==> src/rtl/rxseq_pkg.sv <==
package rxseq_pkg;
  localparam int SEQ_W  = 16;
  localparam int ERR_W  = 16;
  localparam int WCNT_W = 48;
  localparam int ADDR_W = 15;

  // value the next word should carry after this one
  function automatic logic [SEQ_W-1:0] next_expected(input logic [SEQ_W-1:0] word);
    return word + SEQ_W'(1);
  endfunction

  // reference value for this cycle: a sync marker means the sequence restarts at 0
  function automatic logic [SEQ_W-1:0] cmp_ref(input logic [SEQ_W-1:0] expect_q,
                                               input logic              sync_now);
    return sync_now ? '0 : expect_q;
  endfunction

  // increment that sticks at all ones
  function automatic logic [ERR_W-1:0] sat_inc(input logic [ERR_W-1:0] v);
    return (&v) ? v : v + ERR_W'(1);
  endfunction
endpackage

==> src/rtl/rxseq_seq_check.sv <==
module rxseq_seq_check
  import rxseq_pkg::*;
#(
  parameter int DW = SEQ_W,
  parameter int EW = ERR_W,
  parameter int CW = WCNT_W
) (
  input  logic          clk,
  input  logic          rst_n,
  input  logic [DW-1:0] rx_data,
  input  logic          rx_valid,
  input  logic          sync,
  input  logic          clr_cnt,
  output logic          miss,
  output logic [EW-1:0] err_count,
  output logic [CW-1:0] word_count
);
  logic [DW-1:0] expect_q;
  logic [DW-1:0] ref_now;

  always_comb begin
    ref_now = cmp_ref(expect_q, sync);
    miss    = rx_valid && (rx_data != ref_now);
  end

  // expected value: reload from every valid word, zero on a bare sync
  always_ff @(posedge clk or negedge rst_n) begin
    if (!rst_n)        expect_q <= '0;
    else if (rx_valid) expect_q <= next_expected(rx_data);
    else if (sync)     expect_q <= '0;
  end

  always_ff @(posedge clk or negedge rst_n) begin
    if (!rst_n) begin
      err_count  <= '0;
      word_count <= '0;
    end else if (clr_cnt) begin
      err_count  <= '0;
      word_count <= '0;
    end else begin
      if (rx_valid) word_count <= word_count + CW'(1);
      if (miss)     err_count  <= sat_inc(err_count);
    end
  end
endmodule

==> src/rtl/rxseq_capture.sv <==
module rxseq_capture
  import rxseq_pkg::*;
#(
  parameter int DW = SEQ_W,
  parameter int AW = ADDR_W
) (
  input  logic          clk,
  input  logic          rst_n,
  input  logic [DW-1:0] rx_data,
  input  logic          rx_valid,
  input  logic          start,
  output logic          armed,
  output logic          wr_evt,
  output logic          mem_we,
  output logic [AW-1:0] mem_addr,
  output logic [DW-1:0] mem_wdata,
  output logic          capture_done
);
  localparam logic [AW-1:0] LAST_ADDR = '1;

  logic [AW-1:0] wr_ptr;

  assign wr_evt = armed && rx_valid && !start;

  always_ff @(posedge clk or negedge rst_n) begin
    if (!rst_n) begin
      armed        <= 1'b0;
      wr_ptr       <= '0;
      mem_we       <= 1'b0;
      mem_addr     <= '0;
      mem_wdata    <= '0;
      capture_done <= 1'b0;
    end else begin
      mem_we <= 1'b0;
      if (start) begin
        armed        <= 1'b1;
        wr_ptr       <= '0;
        capture_done <= 1'b0;
      end else if (wr_evt) begin
        mem_we    <= 1'b1;
        mem_addr  <= wr_ptr;
        mem_wdata <= rx_data;
        wr_ptr    <= wr_ptr + AW'(1);
        if (wr_ptr == LAST_ADDR) begin
          armed        <= 1'b0;
          capture_done <= 1'b1;
        end
      end
    end
  end
endmodule

==> src/rtl/rxseq_monitor.sv <==
module rxseq_monitor
  import rxseq_pkg::*;
#(
  parameter int DW = SEQ_W,
  parameter int AW = ADDR_W,
  parameter int EW = ERR_W,
  parameter int CW = WCNT_W
) (
  input  logic          clk,
  input  logic          rst_n,
  input  logic [DW-1:0] rx_data,
  input  logic          rx_valid,
  input  logic          start,
  input  logic          sync,
  input  logic          clr_cnt,
  output logic          mem_we,
  output logic [AW-1:0] mem_addr,
  output logic [DW-1:0] mem_wdata,
  output logic [EW-1:0] err_count,
  output logic [CW-1:0] word_count,
  output logic          capture_done
);
  // internal events brought out for the checker
  logic chk_miss;
  logic cap_armed;
  logic cap_wr_evt;

  rxseq_seq_check #(.DW(DW), .EW(EW), .CW(CW)) u_check (
    .clk        (clk),
    .rst_n      (rst_n),
    .rx_data    (rx_data),
    .rx_valid   (rx_valid),
    .sync       (sync),
    .clr_cnt    (clr_cnt),
    .miss       (chk_miss),
    .err_count  (err_count),
    .word_count (word_count)
  );

  rxseq_capture #(.DW(DW), .AW(AW)) u_capture (
    .clk          (clk),
    .rst_n        (rst_n),
    .rx_data      (rx_data),
    .rx_valid     (rx_valid),
    .start        (start),
    .armed        (cap_armed),
    .wr_evt       (cap_wr_evt),
    .mem_we       (mem_we),
    .mem_addr     (mem_addr),
    .mem_wdata    (mem_wdata),
    .capture_done (capture_done)
  );
endmodule

==> config.mk <==
export PLATFORM = sky130hd
export DESIGN_NAME = rxseq_monitor
export DESIGN_NICKNAME = d
export VERILOG_FILES = /design/src/rtl/rxseq_pkg.sv /design/src/rtl/rxseq_seq_check.sv /design/src/rtl/rxseq_capture.sv /design/src/rtl/rxseq_monitor.sv
export SDC_FILE = /design/constraint.sdc
export NUM_CORES = 1
export LEC_CHECK = 0
export BUFFER_PORTS_ARGS = -buffer_cell sky130_fd_sc_hd__buf_2
export CAP_MARGIN = 20
export CORE_MARGIN = 4
export CORE_UTILIZATION = 31
export CTS_CLUSTER_DIAMETER = 150
export DETAILED_ROUTE_END_ITERATION = 10
export HOLD_SLACK_MARGIN = 0.08
export MAX_ROUTING_LAYER = met4
export PLACE_DENSITY = 0.52
export SYNTH_ARGS = -nofsm -noshare
export SYNTH_HDL_FRONTEND = slang
export SYNTH_SLANG_ARGS = --single-unit
==> constraint.sdc <==
create_clock -name clk -period 2.35 [get_ports clk]
set_input_delay 0.235 -clock clk [delete_from_list [all_inputs] [get_ports clk]]
set_output_delay 0.235 -clock clk [all_outputs]
set_load 0.02 [all_outputs]
# Word-level counts from Yosys, hierarchy flattened
# Index checks and enable logic that the tools add are counted.
# classes
order_cmp	0
shift	0
n_eq_ne	3
n_reduce_logical	12
addsub	4
mux	17
div	0
n_mul	0
bitwise	1
# ops
cell	count
two-way mux 48 bit	2
two-way mux 16 bit	5
adder 48 x 1 -> 48 bit (second input constant)	1
adder 16 x 1 -> 16 bit (second input constant)	2
two-way mux 15 bit	2
inequality test 16 bit	1
AND reduction 16 bit	1
adder 15 x 1 -> 15 bit (second input constant)	1
== test 15 bit (second input constant)	1
two-way mux 1 bit	8
nonzero test 2 bit	4
AND reduction 2 bit	3
logical AND 1 bit	3
inequality test 2 bit (second input constant)	1
zero test 1 bit	1
NOT 1 bit	1
# word_totals
latch_bits	0
memories	0
romBits	0
out_inout_bits	97
word_cells	46
reg_bits	129
in_bits	22
mem_bits_rw	0

# Depth between registers and ports, before layout
# Gate-level depths: netlist (run 1).
# depth
depth_word	5
ltp_mapped	10
depth_no_buf	7

# Cells and area by module
# From an unflattened synthesis (run 1), not the netlist that was laid out.
# unflattened
cells_unflattened	723
hier_area_um2	6717.7
# modules_own_cells
mod	cells_per_inst	area_each_um2	instances	seq_area_each_um2
rxseq_seq_check	502	4675.7	1	2001.9
rxseq_capture	221	2042.0	1	1226.2

# Worst setup path after synthesis (run 1)
# OpenSTA, ideal clock, no wires.
# synth_path
path_kind	reg-to-reg
from	register u_check.err_count[0]
to	register u_check.err_count[11]
arrival_ns	2.077
path_slack_ns	0.195
synth_period_minus_slack_ns	2.155
stages_incl_launch_ff	8
setup_time_ns	0.078
t_required_ns	2.272
n_path_buf	0
path_cell_list	dfrtp_1 > ha_1 > nand2_1 > nor3_1 > a41o_4 > or4_1 > or3_1 > a21oi_1
# synth_via
elab_chain_cells	4
elab_cells_between_ends	7
classes_between	1 x add/sub; 1 x eq/ne; 3 x mux; 2 x reduce/logical
# synth_rtl
element	line	rtl
start, declared	rxseq_seq_check.sv:15	output logic [EW-1:0] err_count,
start signal, assigned	rxseq_seq_check.sv:42	if (miss) err_count <= sat_inc(err_count);
adder 16 x 1 -> 16 bit	rxseq_pkg.sv:20	return (&v) ? v : v + ERR_W'(1);
two-way mux 16 bit	rxseq_pkg.sv:20	
two-way mux 16 bit	rxseq_seq_check.sv:42	
two-way mux 16 bit	rxseq_seq_check.sv:37	end else if (clr_cnt) begin
# Parallel ways exist; a longest one is shown, timed or not. The select of a mux whose other input is x is not followed.
# A chain may end at the register's enable or synchronous reset.

# Worst setup path in the final report (run 1)
# layout_path
from	register u_check.err_count[9]
to	register u_check.err_count[11]
# Same word-level chain as after synthesis.

==> results_tabular.tex, run 1 <==
\begin{tabular}{lr}
\hline
Metric & Value \\
\hline
\multicolumn{2}{l}{\textbf{STA}} \\
\quad Part of the cycle the worst path needs & 91.7\% \\
\quad Skew final & slightly above 9 ps \\
\quad Total negative slack & 0 ps \\
\quad Relative slew slack & 62.8\% \\
\quad Final setup fails & 0 \\
\quad Time the final worst path needs with I/O delays and setup & about 2200 ps \\
\quad Slew Viols, Final & 0 \\
\quad Setup repair after global routing missed its margin & false \\
\quad Worst Setup Slack, final & between 150 and 200 ps \\
\quad Slew at the pin closest to its max-slew limit & 558 ps \\
\quad Final number of hold-violating endpoints & 0 \\
\quad Upper clock frequency limit & between 400 and 500 MHz \\
\multicolumn{2}{l}{\textbf{Logic synthesis}} \\
\quad Area share of and/or/nand/nor cells after synthesis & 28.4\% \\
\quad Sequential share of the synthesized area & approximately half \\
\quad Count of yosys warnings during synthesis & 0 \\
\quad Biggest area consumer among synthesized cells & sky130\_fd\_sc\_hd\_\_dfrtp\_1 \\
\quad Synthesized area per cell & between 9 and 10 um2 \\
\quad Post-synthesis cell type count & 40 \\
\quad Multiplexer share of the synthesized area & 1.53\% \\
\quad Synth area leaders & sky130\_fd\_sc\_hd\_\_dfrtp\_1 (49\%), sky130\_fd\_sc\_hd\_\_nand2\_1 (8.0\%), sky130\_fd\_sc\_hd\_\_xnor2\_1 (6.8\%) \\
\quad Area share of the largest cell type after synthesis & slightly below 50\% \\
\quad Synthesized net count & between 700 and 800 \\
\quad Synthesis-stage register bit count & $\sim$130 \\
\quad Adder-Cell Fraction of Synth Area & less than 1\% \\
\quad Post-synthesis instance area & 6550 um2 \\
\quad Post-synthesis compound-gate area fraction & 6.06\% \\
\quad Synthesized instance count & slightly above 700 \\
\quad Main combinational cell family by area after synthesis & simple AND/OR/NAND/NOR gates \\
\quad Fraction of synthesized cell area in xor and xnor cells & between 10\% and 20\% \\
\multicolumn{2}{l}{\textbf{Route}} \\
\quad Number of routed nets with antenna violations & 0 \\
\quad Final routed wire length divided by cell count & around 15 um \\
\quad DRC violation total after the first TritonRoute iteration & 263 \\
\quad Detailed Route WL & around 17 mm \\
\quad First-pass iteration count of the detailed router & 4 \\
\quad Vias/cell & approximately 4.8 \\
\quad Residual DRC count & 0 \\
\quad Routed vias & 5,480 \\
\multicolumn{2}{l}{\textbf{CTS}} \\
\quad Root Buffer & sky130\_fd\_sc\_hd\_\_clkbuf\_16 \\
\quad Worst-path clk slew & about 60 ps \\
\quad Post-CTS setup-driven buffer insertion count & 0 \\
\quad Maximum count of clock buffers along a single path & 2 \\
\quad Number of gates resized after cts & 0 \\
\quad Depth of the CTS H-tree & 4 \\
\quad Number of buffers created by CTS & 17 \\
\quad Clock tree from TritonCTS & yes \\
\quad Worst-skew pair later-pin latency & 410 ps \\
\quad Count of clock tree sinks & about 130 \\
\multicolumn{2}{l}{\textbf{Worst hold path}} \\
\quad Hold path startpoint & rx\_data[14] \\
\quad Worst hold path class & in -> reg \\
\multicolumn{2}{l}{\textbf{Global route}} \\
\quad Maximum number of pins on one net before global-route repair & 52 \\
\quad Number of antenna violations at the first check in global routing & 0 \\
\quad GRT Resource Usage Total & around 16\% \\
\quad Aggregate global routing overflow & 0 \\
\quad Vias in the first global route & about 5,600 \\
\quad Wire length of the first global-routing pass & a little under 30 mm \\
\multicolumn{2}{l}{\textbf{Setup path}} \\
\quad Critical Path Source Type & register \\
\quad Launching point of the worst reg2reg path & u\_check.err\_count[9]\$\_DFFE\_PN0P\_ \\
\quad Type of destination of the critical path & register \\
\quad Data arrival time of the critical path & 2480 ps \\
\quad Largest driver fanout on the critical path & 7 \\
\quad Worst Path Required & $\sim$2700 ps \\
\quad Beginning of the critical path & u\_check.err\_count[9]\$\_DFFE\_PN0P\_ \\
\quad Startpoint-to-endpoint class of the critical path & reg -> reg \\
\quad Register-to-register setup slack & around 200 ps \\
\multicolumn{2}{l}{\textbf{Die}} \\
\quad Core footprint & between 20,000 and 25,000 um2 \\
\quad Number of top-level design ports & around 120 \\
\quad Die outline height & 153 um \\
\quad Die area & between 20,000 and 25,000 um2 \\
\quad Cell row count & 52 \\
\quad Effective utilization at floorplan & 31.9\% \\
\quad Die extent in x & $\sim$150 um \\
\multicolumn{2}{l}{\textbf{Pwr}} \\
\quad Highest ir drop seen on vdd & between 0.0004 and 0.0005 V \\
\quad Leakage & roughly 3.8 nW \\
\quad Power density over the cells & $\sim$660 nW/um2 \\
\multicolumn{2}{l}{\textbf{Run status}} \\
\quad Run status & completed \\
\multicolumn{2}{l}{\textbf{Cells and area}} \\
\quad Final non-filler cell total & approximately 1,100 \\
\quad Antenna Diode Count & 0 \\
\quad Nets@finish & between 800 and 900 \\
\quad Area Growth Syn to Fin & 24.9\% \\
\quad Share of layout cells above drive strength 1 & about 22\% \\
\quad Commonest cells after routing, fill and taps aside & sky130\_fd\_sc\_hd\_\_nand2\_1 (139), sky130\_fd\_sc\_hd\_\_dfrtp\_1 (129), sky130\_fd\_sc\_hd\_\_buf\_2 (117) \\
\quad Most frequent standard cell in the layout excluding fill and tap cells & sky130\_fd\_sc\_hd\_\_nand2\_1 \\
\quad Filler cells & about 2,100 \\
\multicolumn{2}{l}{\textbf{Placement}} \\
\quad Count of buffers inserted at the top-level ports & between 100 and 150 \\
\quad Routability congestion estimate from global placement & slightly above 0.8 \\
\quad DP Wirelength & 12.1 mm \\
\quad Cell total after placement & around 1,100 \\
\quad Pre-CTS setup slack & about 160 ps \\
\multicolumn{2}{l}{\textbf{Flow run}} \\
\quad Max-Cap Viols & 0 \\
\hline
\end{tabular}
cell families after synthesis:
family | after synthesis
and+or+nand+nor | 388
DFF | 129
xor gates and xnor gates | 79
AOI/OAI and AO/OA | 64
buffers and inverters | 53
muxes | 9
adders and majority gates | 4
flip-flops by register name, indices dropped and copies added, names as in the netlist:
register / flops
u_capture.capture_done: 1
u_capture.wr_ptr: 15
u_check.err_count: 16
u_check.word_count: 48
u_capture.mem_we: 1
u_capture.mem_addr: 15
u_capture.mem_wdata: 16
u_check.expect_q: 16
u_capture.armed: 1
through the flow:
| step | hold slack (ps) | total power, mW | area [um2] | util (%) |
|---|---|---|---|---|
| 6_report | 118 | 5.38 | 8180 | 39.9 |
| 4_1_cts | 89.1 | 5.48 | 8180 | 39.9 |
| 3_5_place_dp | 243 | 2.86 | 7600 | 37.1 |
| 2_1_floorplan | -60.6 | 2.64 | 6550 | - |
| 5_1_grt | 104 | 5.64 | 8180 | 39.9 |
| 3_3_place_gp | 237 | 2.85 | 7600 | 37.1 |
critical path, cell delays in order (launching register included):
cell and delay [ps]:
sky130_fd_sc_hd__dfrtp_1 430, sky130_fd_sc_hd__and4_4 220, sky130_fd_sc_hd__and3_4 190, sky130_fd_sc_hd__a41o_4 300, sky130_fd_sc_hd__or4_1 480, sky130_fd_sc_hd__or3_1 320
sky130_fd_sc_hd__a21oi_1 140
timing repair:
item / 4_1_cts / 5_1_grt
hold endpoints to repair: 49 / 0
hold buffers: 1 / 0
setup endpoints to repair: 0 / 0
layout make-up:
cell class,count,area (um2),area share [%]
Clock inverter,15,144,1.76
Tap cell,270,338,4.13
Multi-Input combinational cell,544,3100,37.9
Timing Repair Buffer,150,877,10.7
Clock buffer,17,425,5.20
Inverter,17,63.8,0.781
Sequential cell,129,3230,39.5
final timing paths:
path | end | depth (start not counted)
worst min-delay path | u_capture.mem_wdata[14]$_DFFE_PN0P_ | 3
max in group asynchronous | u_capture.mem_wdata[9]$_DFFE_PN0P_ | 3
worst max register to register | u_check.err_count[11]$_DFFE_PN0P_ | 6
min in group asynchronous | u_check.err_count[8]$_DFFE_PN0P_ | 2
worst min register to register | u_capture.mem_wdata[7]$_DFFE_PN0P_ | 2
worst max-delay path | u_check.err_count[11]$_DFFE_PN0P_ | 6
synth_stat cells:
| cell | n |
|---|---|
| sky130_fd_sc_hd__xor2_1 | 28 |
| sky130_fd_sc_hd__mux2i_1 | 1 |
| sky130_fd_sc_hd__and3_4 | 1 |
| sky130_fd_sc_hd__or3_1 | 8 |
| sky130_fd_sc_hd__buf_2 | 7 |
| sky130_fd_sc_hd__inv_1 | 17 |
| sky130_fd_sc_hd__a41oi_1 | 1 |
| sky130_fd_sc_hd__o21ai_0 | 30 |
| sky130_fd_sc_hd__buf_1 | 3 |
| sky130_fd_sc_hd__nor4b_1 | 7 |
| sky130_fd_sc_hd__a22o_1 | 3 |
| sky130_fd_sc_hd__and4_1 | 14 |
| sky130_fd_sc_hd__nand2_1 | 139 |
| sky130_fd_sc_hd__ha_1 | 4 |
| sky130_fd_sc_hd__nand2b_1 | 1 |
| sky130_fd_sc_hd__or4b_1 | 1 |
| sky130_fd_sc_hd__or2_2 | 1 |
| sky130_fd_sc_hd__nand3b_1 | 1 |
| sky130_fd_sc_hd__dfrtp_1 | 129 |
| sky130_fd_sc_hd__and3_1 | 7 |
| sky130_fd_sc_hd__a41o_4 | 1 |
| sky130_fd_sc_hd__or4_1 | 9 |
| sky130_fd_sc_hd__a21oi_1 | 15 |
| sky130_fd_sc_hd__nor2b_1 | 11 |
| sky130_fd_sc_hd__nand3_1 | 27 |
| sky130_fd_sc_hd__nor4_1 | 15 |
| sky130_fd_sc_hd__and4_4 | 1 |
| sky130_fd_sc_hd__nor3b_1 | 1 |
| sky130_fd_sc_hd__nand4b_1 | 4 |
| sky130_fd_sc_hd__and2_1 | 3 |
| sky130_fd_sc_hd__clkbuf_1 | 23 |
| sky130_fd_sc_hd__buf_4 | 3 |
| sky130_fd_sc_hd__nor2_1 | 102 |
| sky130_fd_sc_hd__a21o_1 | 1 |
| sky130_fd_sc_hd__nor3_1 | 16 |
| sky130_fd_sc_hd__o31ai_1 | 5 |
| sky130_fd_sc_hd__mux2_2 | 8 |
| sky130_fd_sc_hd__xnor2_1 | 51 |
| sky130_fd_sc_hd__nand4_1 | 19 |
| sky130_fd_sc_hd__a32oi_1 | 8 |
routing by layer:
metal	GRT usage, %	wire (um)	vias up	part of all wire, %
met3	3.03	571	6	3.3
met4	3.95	142	0	0.83
met1	20.8	8330	2637	49
met2	24.3	8090	98	47
li1	-	-	2739	-
met5	-	0	-	0
power by group:
group          total (mW)  switching [mW]  internal, mW
clock                2.58            1.02          1.55
sequential           2.36          0.0606          2.30
combinational       0.453           0.300         0.154
total                5.38            1.38          4.00
No activity file was read; power rests on OpenSTA's default activity.
==> run 2, diff against run 1 <==
--- a/config.mk
+++ b/config.mk
@@ -5,15 +5,16 @@
 export SDC_FILE = /design/constraint.sdc
 export NUM_CORES = 1
 export LEC_CHECK = 0
-export BUFFER_PORTS_ARGS = -buffer_cell sky130_fd_sc_hd__buf_2
 export CAP_MARGIN = 20
 export CORE_MARGIN = 4
 export CORE_UTILIZATION = 31
 export CTS_CLUSTER_DIAMETER = 150
 export DETAILED_ROUTE_END_ITERATION = 10
+export DONT_BUFFER_PORTS = 1
 export HOLD_SLACK_MARGIN = 0.08
 export MAX_ROUTING_LAYER = met4
-export PLACE_DENSITY = 0.52
+export PLACE_DENSITY = 0.48
+export SKIP_CTS_REPAIR_TIMING = 1
 export SYNTH_ARGS = -nofsm -noshare
 export SYNTH_HDL_FRONTEND = slang
 export SYNTH_SLANG_ARGS = --single-unit
==> results_tabular.tex, run 2 (synthesized netlist as in run 1, its figures left out) <==
\begin{tabular}{lr}
\hline
Metric & Value \\
\hline
\multicolumn{2}{l}{\textbf{Run status}} \\
\quad Run status & complete, but fails checks \\
\quad Failing checks & negative hold slack \\
\multicolumn{2}{l}{\textbf{Global route}} \\
\quad GRT Resource Usage Total & 15.1\% (-0.44 points) \\
\quad Maximum number of pins on one net before global-route repair & 130 (+150\%) \\
\quad Number of antenna violations at the first check in global routing & 0 (unchanged) \\
\quad Aggregate global routing overflow & 0 (unchanged) \\
\quad Wire length of the first global-routing pass & 28.3 mm (-4.3\%) \\
\quad Vias in the first global route & 5,408 (-3.6\%) \\
\multicolumn{2}{l}{\textbf{Placement}} \\
\quad DP Wirelength & 11.7 mm (-3.2\%) \\
\quad Count of buffers inserted at the top-level ports & 0 (-100\%) \\
\quad Routability congestion estimate from global placement & 0.799 (-2.4\%) \\
\multicolumn{2}{l}{\textbf{Setup path}} \\
\quad Logic depth of the worst setup path including buffers & 6 (unchanged) \\
\quad CP max-delay cell & sky130\_fd\_sc\_hd\_\_or4\_1 \\
\quad Worst Path Required & 2680 ps (about the same) \\
\quad Register-to-register setup slack & 170 ps (-30 ps) \\
\quad Critical Path Source Type & register \\
\quad Worst flop-to-flop path endpoint & u\_check.err\_count[11]\$\_DFFE\_PN0P\_ \\
\quad Series of cell instances along the critical path & and4\_4, and3\_4, a41o\_4, or4\_1, or3\_1, a21oi\_1 \\
\quad Last element of the critical path & u\_check.err\_count[11]\$\_DFFE\_PN0P\_ \\
\quad Cell family with the largest share of critical-path delay & simple AND/OR/NAND/NOR gates \\
\quad Launching point of the worst reg2reg path & u\_check.err\_count[9]\$\_DFFE\_PN0P\_ \\
\quad Startpoint-to-endpoint class of the critical path & reg -> reg \\
\quad Sum of buffers and inverters on the critical path & 0 (unchanged) \\
\quad Beginning of the critical path & u\_check.err\_count[9]\$\_DFFE\_PN0P\_ \\
\quad Type of destination of the critical path & register \\
\quad Cell count of the worst reg-to-reg path & 6 (unchanged) \\
\quad Delay of the slowest cell on the worst path & 490 ps (about the same) \\
\quad Data arrival time of the critical path & 2510 ps (+30 ps) \\
\quad Largest driver fanout on the critical path & 18 (+11) \\
\multicolumn{2}{l}{\textbf{Cells and area}} \\
\quad Commonest cells after routing, fill and taps aside & sky130\_fd\_sc\_hd\_\_nand2\_1 (139), sky130\_fd\_sc\_hd\_\_dfrtp\_1 (129), sky130\_fd\_sc\_hd\_\_nor2\_1 (102) \\
\quad Share of layout cells above drive strength 1 & 11.9\% (-10 points) \\
\quad Area of the multi-input gates & 3100 um2 (unchanged) \\
\quad Nets@finish & 805 (-9.0\%) \\
\quad Area Growth Syn to Fin & 21.2\% \\
\quad Most frequent standard cell in the layout excluding fill and tap cells & sky130\_fd\_sc\_hd\_\_nand2\_1 \\
\quad Antenna Diode Count & 0 (unchanged) \\
\quad Register with the most flip-flops & u\_check.word\_count \\
\quad Total area of sequential cells & 3230 um2 (unchanged) \\
\quad Filler cells & 2,074 (-3.1\%) \\
\quad Max FFs per register & 48 (unchanged) \\
\multicolumn{2}{l}{\textbf{STA}} \\
\quad Upper clock frequency limit & 458 MHz (-1.4\%) \\
\quad Skew final & 11.2 ps (+2.11 ps) \\
\quad Final setup fails & 0 (unchanged) \\
\quad Final hold slack & -490 ps (-608 ps) \\
\quad Relative slew slack & 56.6\% (-6.2 points) \\
\quad Final number of hold-violating endpoints & 129 (+129) \\
\quad Total negative slack & 0 ps (unchanged) \\
\quad Part of the cycle the worst path needs & 92.9\% (+1.3 points) \\
\quad Time the final worst path needs with I/O delays and setup & 2180 ps (+29.5 ps) \\
\quad Slew at the pin closest to its max-slew limit & 649 ps (+91.3 ps) \\
\quad Setup repair after global routing missed its margin & false \\
\quad Slew Viols, Final & 0 (unchanged) \\
\multicolumn{2}{l}{\textbf{CTS}} \\
\quad Worst-path clk slew & 60 ps (about the same) \\
\quad Root Buffer & sky130\_fd\_sc\_hd\_\_clkbuf\_16 \\
\quad Clock tree from TritonCTS & yes \\
\quad Maximum count of clock buffers along a single path & 2 (unchanged) \\
\quad Count of clock tree sinks & 129 (unchanged) \\
\quad Worst-skew pair later-pin latency & 410 ps (about the same) \\
\quad Number of buffers created by CTS & 17 (unchanged) \\
\quad Depth of the CTS H-tree & 4 (unchanged) \\
\multicolumn{2}{l}{\textbf{Pwr}} \\
\quad Highest ir drop seen on vdd & 0.000443 V (+5.8\%) \\
\quad Share of total power in sequential cells & 44.9\% (+1.1 points) \\
\quad Power density over the cells & 678 nW/um2 (+2.9\%) \\
\quad Switching part of the total & 24.3\% (-1.4 points) \\
\quad Overall power of the completed layout & 5.37 mW (-0.19\%) \\
\quad Leakage & 3.36 nW (-11\%) \\
\quad Internal Power & 4.07 mW (+1.7\%) \\
\quad Reported net switching power & 1.30 mW (-5.7\%) \\
\quad Share of power burned in combinational logic & 5.3\% (-3.1 points) \\
\quad Share of power burned in the clock network & 49.8\% (+2.0 points) \\
\multicolumn{2}{l}{\textbf{Die}} \\
\quad Die area & 23,500 um2 (unchanged) \\
\quad Number of top-level design ports & 119 (unchanged) \\
\quad Cell row count & 52 (unchanged) \\
\quad Die outline height & 153 um (unchanged) \\
\quad Core footprint & 20,500 um2 (unchanged) \\
\quad Die extent in x & 153 um (unchanged) \\
\quad Effective utilization at floorplan & 31.9\% (unchanged) \\
\multicolumn{2}{l}{\textbf{Route}} \\
\quad Residual DRC count & 0 (unchanged) \\
\quad Detailed Route WL & 17.7 mm (+3.1\%) \\
\quad First-pass iteration count of the detailed router & 4 (unchanged) \\
\quad Vias/cell & 5.04 (+5.0\%) \\
\quad DRC violation total after the first TritonRoute iteration & 266 (+1.1\%) \\
\quad Number of routed nets with antenna violations & 0 (unchanged) \\
\quad Final routed wire length divided by cell count & 16.6 um (+11\%) \\
\quad Routed vias & 5,348 (-2.4\%) \\
\multicolumn{2}{l}{\textbf{Flow run}} \\
\quad Max-Cap Viols & 0 (unchanged) \\
\multicolumn{2}{l}{\textbf{Worst hold path}} \\
\quad Worst hold path class & in -> async \\
\hline
\end{tabular}
-- run 2: cell count changes in the layout (fill, tap and decap cells not counted), sizes merged --
| cell | previous run | this run |
|---|---|---|
| buf | 149 | 51 |
| clkinvlp | 3 | 4 |
| clkbuf | 17 | 20 |
| clkinv | 9 | 3 |
| inv | 18 | 19 |
| dlygate4sd3 | 1 | 19 |
-- run 2: routing by layer --
metal  GRT usage, %  vias up  part of all wire, %  wire length, um
li1               -     2584                    -                -
met1           18.8     2641                   45             7940
met2           23.9      110                   48             8450
met3           5.23       13                  6.4             1130
met4           3.44        0                 0.80              141
met5              -        -                    0                0
-- run 2: area by class of cell --
type | instances | share of cell area, %
Sequential cell | 129 | 40.7
Multi-Input combinational cell | 544 | 39.1
Timing Repair Buffer | 70 | 7.64
Clock buffer | 20 | 5.88
Tap cell | 270 | 4.26
Clock inverter | 11 | 1.64
Inverter | 17 | 0.805
-- run 2: how the worst min path moves through the flow --
stage	startpoint	to	slack, ps	cells after the start
floorplan	rst_n	u_capture.armed$_DFFE_PN0P_	-60	0
finish	rst_n	u_capture.mem_wdata[4]$_DFFE_PN0P_	-490	0
detailed placement	rst_n	u_capture.mem_wdata[3]$_DFFE_PN0P_	-60	0
global route	rst_n	u_capture.mem_wdata[4]$_DFFE_PN0P_	-520	0
global placement	rst_n	u_capture.mem_wdata[4]$_DFFE_PN0P_	-60	0
CTS	rst_n	u_capture.mem_wdata[4]$_DFFE_PN0P_	-510	0
-- run 2: power groups by stage --
stage	logic, mW	registers, mW	clock network (mW)
after floorplan	0.196	2.45	0
after global placement	0.218	2.45	0
after detailed placement	0.223	2.45	0
after CTS	0.225	2.41	2.75
after global routing	0.323	2.42	2.87
final	0.285	2.41	2.68
-- run 2: metrics by stage --
step	setup WS, ps	area (um2)	util [%]	cells
floorplan	195	6550	-	726
global placement	228	7120	34.7	1010
detailed placement	167	7120	34.7	1010
CTS	155	7710	37.6	1041
global route	41.3	7930	38.7	1061
finish	167	7930	38.7	1061
==> run 3, diff against run 2 <==
--- a/config.mk
+++ b/config.mk
@@ -8,6 +8,7 @@
 export CAP_MARGIN = 20
 export CORE_MARGIN = 4
 export CORE_UTILIZATION = 31
+export CTS_BUF_LIST = sky130_fd_sc_hd__clkbuf_8
 export CTS_CLUSTER_DIAMETER = 150
 export DETAILED_ROUTE_END_ITERATION = 10
 export DONT_BUFFER_PORTS = 1
==> constraint.sdc (replaced) <==
create_clock -name clk -period 2.8 [get_ports clk]
set_input_delay 0.28 -clock clk [delete_from_list [all_inputs] [get_ports clk]]
set_output_delay 0.28 -clock clk [all_outputs]
set_load 0.02 [all_outputs]
==> results_tabular.tex, run 3 (synthesized netlist as in run 1, its figures left out) <==
\begin{tabular}{lr}
\hline
Metric & Value \\
\hline
\multicolumn{2}{l}{\textbf{STA}} \\
\quad Time the final worst path needs with I/O delays and setup & around 2500 ps \\
\quad Slew at the pin closest to its max-slew limit & 753 ps (+104 ps) \\
\quad Slew Viols, Final & 0 (unchanged) \\
\quad Relative slew slack & 49.4\% (-7.2 points) \\
\quad Skew final & 12.0 ps (+0.818 ps) \\
\quad Upper clock frequency limit & between 300 and 400 MHz \\
\quad Total negative slack & 0 ps (unchanged) \\
\quad Final setup fails & 0 (unchanged) \\
\quad Setup repair after global routing missed its margin & false \\
\quad Part of the cycle the worst path needs & about nine tenths \\
\quad Final number of hold-violating endpoints & 129 (unchanged) \\
\quad Worst Setup Slack, final & 273 ps (+106 ps) \\
\quad Final hold slack & -474 ps (+16.1 ps) \\
\multicolumn{2}{l}{\textbf{Global route}} \\
\quad GRT Resource Usage Total & 15.0\% (-0.10 points) \\
\quad Aggregate global routing overflow & 0 (unchanged) \\
\quad Wire length of the first global-routing pass & 28.1 mm (-0.68\%) \\
\quad Maximum number of pins on one net before global-route repair & 130 (unchanged) \\
\quad Vias in the first global route & 5,122 (-5.3\%) \\
\quad Number of antenna violations at the first check in global routing & 0 (unchanged) \\
\multicolumn{2}{l}{\textbf{Pwr}} \\
\quad Share of power burned in the clock network & 43.3\% (-6.5 points) \\
\quad Share of total power in sequential cells & 51.0\% (+6.1 points) \\
\quad Highest ir drop seen on vdd & 0.000281 V (-37\%) \\
\quad Power density over the cells & 532 nW/um2 (-21\%) \\
\quad Leakage & 3.08 nW (-8.2\%) \\
\quad Switching part of the total & 25.7\% (+1.5 points) \\
\quad Share of power burned in combinational logic & 5.8\% (+0.5 points) \\
\quad Reported net switching power & 1.02 mW (-22\%) \\
\quad Internal Power & 2.95 mW (-27\%) \\
\multicolumn{2}{l}{\textbf{Setup path}} \\
\quad Sum of buffers and inverters on the critical path & 2 (+2) \\
\quad Launching point of the worst reg2reg path & u\_check.err\_count[0]\$\_DFFE\_PN0P\_ \\
\quad CP max-delay cell & sky130\_fd\_sc\_hd\_\_dlygate4sd3\_1 \\
\quad Worst Path Required & 3110 ps (+430 ps) \\
\quad Type of destination of the critical path & register \\
\quad Most frequent cell on the critical path & sky130\_fd\_sc\_hd\_\_dlygate4sd3\_1 \\
\quad Cell family with the largest share of critical-path delay & buffers and inverters \\
\quad Beginning of the critical path & rx\_data[1] \\
\quad Critical Path Source Type & primary input \\
\quad Largest driver fanout on the critical path & 5 (-13) \\
\quad Delay of the slowest cell on the worst path & 610 ps (+120 ps) \\
\quad Data arrival time of the critical path & 2840 ps (+330 ps) \\
\quad Startpoint-to-endpoint class of the critical path & in -> reg \\
\quad Series of cell instances along the critical path & dlygate4sd3\_1, ha\_1, nand4\_1, nor3\_1, nand3\_1, xor2\_1, a21oi\_1, dlygate4sd3\_1 \\
\multicolumn{2}{l}{\textbf{CTS}} \\
\quad Clock tree from TritonCTS & yes \\
\quad Maximum count of clock buffers along a single path & 2 (unchanged) \\
\quad Root Buffer & sky130\_fd\_sc\_hd\_\_clkbuf\_8 \\
\quad Count of clock tree sinks & 129 (unchanged) \\
\quad Worst-path clk slew & 90 ps (+30 ps) \\
\quad Number of buffers created by CTS & 17 (unchanged) \\
\quad Depth of the CTS H-tree & 4 (unchanged) \\
\quad Worst-skew pair later-pin latency & 440 ps (+30 ps) \\
\multicolumn{2}{l}{\textbf{Placement}} \\
\quad Pre-CTS setup slack & 463 ps (+296 ps) \\
\quad Routability congestion estimate from global placement & 0.811 (+1.5\%) \\
\quad DP Wirelength & 11.3 mm (-3.4\%) \\
\quad Count of buffers inserted at the top-level ports & 0 (unchanged) \\
\quad Cell total after placement & 972 (-3.8\%) \\
\multicolumn{2}{l}{\textbf{Die}} \\
\quad Core footprint & 20,500 um2 (unchanged) \\
\quad Die extent in x & 153 um (unchanged) \\
\quad Cell row count & 52 (unchanged) \\
\quad Die area & 23,500 um2 (unchanged) \\
\quad Effective utilization at floorplan & 31.9\% (unchanged) \\
\quad Number of top-level design ports & 119 (unchanged) \\
\quad Die outline height & 153 um (unchanged) \\
\multicolumn{2}{l}{\textbf{Cells and area}} \\
\quad Antenna Diode Count & 0 (unchanged) \\
\quad Most frequent standard cell in the layout excluding fill and tap cells & sky130\_fd\_sc\_hd\_\_nand2\_1 \\
\quad Final non-filler cell total & 1,026 (-3.3\%) \\
\quad Share of layout cells above drive strength 1 & 7.54\% (-4.3 points) \\
\quad Nets@finish & 769 (-4.5\%) \\
\quad Max FFs per register & 48 (unchanged) \\
\quad Register with the most flip-flops & u\_check.word\_count \\
\quad Commonest cells after routing, fill and taps aside & sky130\_fd\_sc\_hd\_\_nand2\_1 (139), sky130\_fd\_sc\_hd\_\_dfrtp\_1 (129), sky130\_fd\_sc\_hd\_\_nor2\_1 (102) \\
\quad Area Growth Syn to Fin & 14.2\% \\
\multicolumn{2}{l}{\textbf{Route}} \\
\quad Number of routed nets with antenna violations & 0 (unchanged) \\
\quad Detailed Route WL & 17.3 mm (-2.0\%) \\
\quad Final routed wire length divided by cell count & 16.9 um (+1.3\%) \\
\quad Vias/cell & 5.01 (-0.61\%) \\
\quad DRC violation total after the first TritonRoute iteration & 323 (+21\%) \\
\quad Residual DRC count & 0 (unchanged) \\
\quad First-pass iteration count of the detailed router & 6 (+2) \\
\quad Routed vias & 5,140 (-3.9\%) \\
\multicolumn{2}{l}{\textbf{Run status}} \\
\quad Failing checks & negative hold slack \\
\quad Run status & complete, but fails checks \\
\multicolumn{2}{l}{\textbf{Flow run}} \\
\quad Max-Cap Viols & 0 (unchanged) \\
\multicolumn{2}{l}{\textbf{Worst hold path}} \\
\quad Worst hold path class & in -> async \\
\hline
\end{tabular}
[run 3: final cells by class]
cell class | instances | area [um2]
Inverter | 17 | 63.8
Multi-Input combinational cell | 544 | 3100
Timing Repair Buffer | 34 | 325
Tap cell | 270 | 338
Fill cell | 2129 | 13000
Clock inverter | 13 | 160
Clock buffer | 19 | 262
Sequential cell | 129 | 3230
[run 3: path summary, 6_finish.rpt]
path                                                 endpoint  slack [ps]  cells after the start
min in group clk            u_check.err_count[10]$_DFFE_PN0P_          90                      2
setup reg to reg            u_check.err_count[15]$_DFFE_PN0P_         430                      7
max in group asynchronous   u_check.err_count[14]$_DFFE_PN0P_        2950                      0
hold reg to reg                   u_capture.armed$_DFFE_PN0P_         520                      1
hold / removal             u_capture.mem_wdata[3]$_DFFE_PN0P_        -470                      0
setup / recovery               u_check.expect_q[14]$_DFF_PN0_         270                      8
[run 3: per-stage QoR]
step / cell area [um2] / total power, mW / util (%)
6_report: 7480 / 3.98 / 36.5
5_1_grt: 7480 / 4.18 / 36.5
4_1_cts: 7240 / 3.99 / 35.3
3_5_place_dp: 6820 / 2.24 / 33.3
3_3_place_gp: 6820 / 2.23 / 33.3
2_1_floorplan: 6550 / 2.22 / -
[run 3: per-layer routing]
layer	global-route usage, %	up-vias	wire length, um
met3	4.98	11	1100
met5	-	-	0
met2	22.3	121	8020
li1	-	2493	-
met1	19.5	2515	8020
met4	4.45	0	167
[run 3: power by group through the flow]
stage / sequential [mW] / combinational [mW] / clock, mW
after floorplan: 2.05 / 0.164 / 0
after global placement: 2.06 / 0.170 / 0
after global routing: 2.04 / 0.262 / 1.88
final: 2.03 / 0.230 / 1.72
after CTS: 2.03 / 0.175 / 1.79
after detailed placement: 2.06 / 0.174 / 0
